--- src/rtl/addr_swizzle.sv ---
module addr_swizzle #(
  parameter int AW = 32
) (
  input  logic          clk,
  input  logic          rst_n,
  input  logic          cfg_we,
  input  logic [2:0]    cfg_x_mode,
  input  logic [2:0]    cfg_y_mode,
  output logic [2:0]    mode_x_q,
  output logic [2:0]    mode_y_q,
  output logic          pin_pages,
  input  logic          in_valid,
  input  logic [AW-1:0] in_addr,
  input  logic [1:0]    in_tile,
  output logic          out_valid,
  output logic [AW-1:0] out_addr
);

  localparam logic [2:0] MODE_NONE = 3'd0;
  localparam logic [2:0] MODE_UNK  = 3'd7;
  localparam logic [1:0] TILE_X    = 2'd1;
  localparam logic [1:0] TILE_Y    = 2'd2;

  // returns enables for {bit17, bit11, bit10, bit9}
  function automatic logic [3:0] src_bits(input logic [2:0] m);
    case (m)
      3'd1:    src_bits = 4'b0001;
      3'd2:    src_bits = 4'b0011;
      3'd3:    src_bits = 4'b0101;
      3'd4:    src_bits = 4'b0111;
      3'd5:    src_bits = 4'b1001;
      3'd6:    src_bits = 4'b1011;
      default: src_bits = 4'b0000;
    endcase
  endfunction

  logic       cfg_bad;
  logic [3:0] pick;
  logic       flip;
  logic [AW-1:0] swz_addr;

  assign cfg_bad = (cfg_x_mode == MODE_UNK) || (cfg_y_mode == MODE_UNK);

  always_ff @(posedge clk) begin
    if (!rst_n) begin
      mode_x_q  <= MODE_NONE;
      mode_y_q  <= MODE_NONE;
      pin_pages <= 1'b0;
    end else if (cfg_we) begin
      mode_x_q  <= cfg_bad ? MODE_NONE : cfg_x_mode;
      mode_y_q  <= cfg_bad ? MODE_NONE : cfg_y_mode;
      pin_pages <= cfg_bad;
    end
  end

  assign pick = (in_tile == TILE_X) ? src_bits(mode_x_q) :
                (in_tile == TILE_Y) ? src_bits(mode_y_q) : 4'b0000;
  assign flip = ^(pick & {in_addr[17], in_addr[11], in_addr[10], in_addr[9]});
  assign swz_addr = {in_addr[AW-1:7], in_addr[6] ^ flip, in_addr[5:0]};

  always_ff @(posedge clk) begin
    if (!rst_n) begin
      out_valid <= 1'b0;
      out_addr  <= '0;
    end else begin
      out_valid <= in_valid;
      out_addr  <= swz_addr;
    end
  end

endmodule

--- config.mk ---
export PLATFORM = sky130hd
export DESIGN_NAME = addr_swizzle
export DESIGN_NICKNAME = d
export VERILOG_FILES = /design/src/rtl/addr_swizzle.sv
export SDC_FILE = /design/constraint.sdc
export NUM_CORES = 1
export LEC_CHECK = 0
export BUFFER_PORTS_ARGS = -buffer_cell sky130_fd_sc_hd__buf_4
export CAP_MARGIN = 20
export CORE_MARGIN = 2
export CORE_UTILIZATION = 42
export CTS_BUF_LIST = sky130_fd_sc_hd__clkbuf_8 sky130_fd_sc_hd__clkbuf_16
export CTS_CLUSTER_DIAMETER = 200
export DETAILED_ROUTE_END_ITERATION = 16
export GPL_TIMING_DRIVEN = 0
export PLACE_DENSITY = 0.78
export RECOVER_POWER = 50
export SLEW_MARGIN = 0
export SYNTH_ARGS = -nofsm -noshare
export SYNTH_HDL_FRONTEND = slang
export SYNTH_SLANG_ARGS = --single-unit
--- constraint.sdc ---
create_clock -name clk -period 1.7 [get_ports clk]
set_clock_uncertainty 0.05 [all_clocks]
set_input_delay 0.34 -clock clk [delete_from_list [all_inputs] [get_ports clk]]
set_output_delay 0.34 -clock clk [all_outputs]
set_load 0.02 [all_outputs]
==> run summary <==
Outcome: finished clean
Total power: 1900 uW
#FFs+latches synth: 40
Total CTS buffers: 5
Area growth from synthesis to layout: 52.8%
Total track usage: 18.1%
Number of DRC markers in iteration 0: 34
Initial Util: 44.7%
H-tree levels: 2
Largest net degree at the start of global routing: 12
Req. time, crit path: 1.83 ns
Adder-Cell Fraction of Synth Area: 0%
Post CTS Setup Buffer Count: 0
Dpl ws: 0.138 ns
Gpl congestion: 0.784
Crit path max fanout: 8
Post-synthesis instance total: 129
Detailed-route wire length per cell: 12.4 um
Via Count: 1206
Layout Nets: 263
Detailed Place HPWL: 2600 um
IO buf count: 83
Syn avg cell area: 10.7 um2
Pin slew with the least headroom to its limit: 0.543 ns
Synthesized area: 1380 um2
Global-route wire length before repair: 4820 um
Layout cells sized above 1: 39.3%
Post-synth EDFFs: 0
Post-synth ARST share: 0%
Ys Warns: 0
CTS Buffer Depth: 2
Clock sinks: 40
Fin cells: 263
Overflow left after global routing: 0
Placed cell count: 256
Syn_nets: 173
RSZ-0062 raised after global routing: false
Critical Path AT: 1.70 ns
Cts repair resizes: 0
Root buffer cell: clkbuf_8
Synth Area in Compound Gates: 6.92%
Die ar.: 3750 um2
Hold Buf Count CTS: 0
N_diodes: 0
Sw Pwr: 467 uW
Final Hold Vio Count: 0
First-pass iteration count of the detailed router: 4
XOR/XNOR Fraction of Synth Area: 2.91%
Core area: 3080 um2
Leakage: 0.000985 uW
Internal power: 1430 uW
PD cells: 903 nW/um2
Largest family of logic cells by synthesized area: simple AND/OR/NAND/NOR gates
Setup tns final: 0 ns
VDD IR max: 461 uV
Combinational share of power: 16.4%
Filler cell count: 275
Number of global-route vias before repair: 1154
Kind of end point of the critical path: flop
Final Hold Slack: 0.208 ns
Rel. slew slack: 63.6%
Simple logic cell fraction of the synthesized area: 30.1%
Die Span Y: 61.2 um
Setup-failing EPs final: 0
Top_reg_cell synth: dfxtp_1
Switching share of total power: 24.6%
Post-synthesis mux area share: 0.728%
Fin crit share: 92.3%
Slew Limit Fails: 0
Cell Rows: 20
CTS tree: built
Worst Setup Slack, final: 0.130 ns
Antenna viol nets, final: 0
Max_cap viols: 0
Most frequent cells in the layout: buf_4 (75), dfxtp_1 (40), and2_1 (21)
Antenna violations before repair: 0
Sequential area share after synthesis: 58.2%
IO Pins: 84
DRC viols: 0
Hold crit path type: in2reg
Clk pwr share: 30.0%
Total Routed Length: 3260 um
Seq pwr share: 53.6%
Kind of critical path: reg2reg
Die X: 61.2 um
Period minus WS final: 1.57 ns
Distinct cells, synth: 24
Crit path launch type: flop
DR vias/cell: 4.59
Most common cell after layout, fill and taps aside: buf_4
Clk slew on worst S/H paths: 0.07 ns
Clock latency on the worst-skew pair: 0.29 ns
F_max: 0.637 GHz
-- metal layers --
layer  wire [um]  global-route usage, %  vias up
met3         268                   5.67        9
met5           0                      0        -
met4          58                   9.32        0
li1            -                      -      599
met1        1210                   17.3      547
met2        1730                   34.2       51
-- cell usage after synthesis (all sizes together), types with 2 or more instances --
library cell,number,area [um2]
or3,2,12.5
and3,2,12.5
dfxtp,40,801
nor2,3,11.3
xor2,2,17.5
a21bo,2,20.0
o21ai,4,20.0
and3b,2,17.5
a21oi,6,30.0
nor2b,13,81.3
nand3,6,35.0
clkbuf,4,15.0
nor3b,2,15.0
and2,32,200
-- final timing paths --
check | start | to | slack [ns] | depth (start not counted)
max | mode_y_q[0] | out_addr[6] | 0.13 | 5
min | in_addr[23] | out_addr[23] | 0.21 | 2
max reg2reg | mode_y_q[0] | out_addr[6] | 0.13 | 5
min reg2reg | pin_pages | pin_pages | 0.50 | 2
-- power by group through the flow --
stage / clock [uW] / combinational, uW / sequential (uW)
after floorplan: 0 / 81.3 / 1100
after global placement: 0 / 317 / 1030
after detailed placement: 0 / 324 / 1040
after CTS: 582 / 325 / 1020
after global routing: 612 / 336 / 1020
final: 569 / 312 / 1020
-- final cells by class --
type,instances,area [um2],share of cell area [%]
flip-flops and latches,40,801,38.1
clock inverters,2,8.76,0.417
repair buffers,83,593,28.2
clock buffers,5,68.8,3.28
well taps,44,55.1,2.62
plain buffers,4,15.0,0.715
multi-input cells,85,559,26.6
-- per-stage QoR --
| step | area, um2 | utilization (%) |
|---|---|---|
| floorplan | 1380 | - |
| global placement | 2050 | 66.7 |
| detailed placement | 2050 | 66.7 |
| CTS | 2130 | 69.2 |
| global route | 2100 | 68.3 |
| finish | 2100 | 68.3 |
-- flip-flops by register name (all words and copies together) (netlist names) --
register,cells
mode_y_q,3
out_valid,1
pin_pages,1
mode_x_q,3
out_addr,32
-- logic make-up (layout without fill, tap and decap cells) --
logic type / Yosys count / in the layout
compound gates: 15 / 15
buf+inv: 4 / 94
simple gates: 66 / 66
flops: 40 / 40
xor+xnor: 3 / 3
mux: 1 / 1
-- critical path, stage by stage (launching register included) --
cell and delay (ns):
dfxtp_1 0.40, or3_1 0.37, nand3_1 0.11, a21boi_2 0.06, xnor3_1 0.34, mux2i_1 0.13
(Power assumes the default switching activity.)
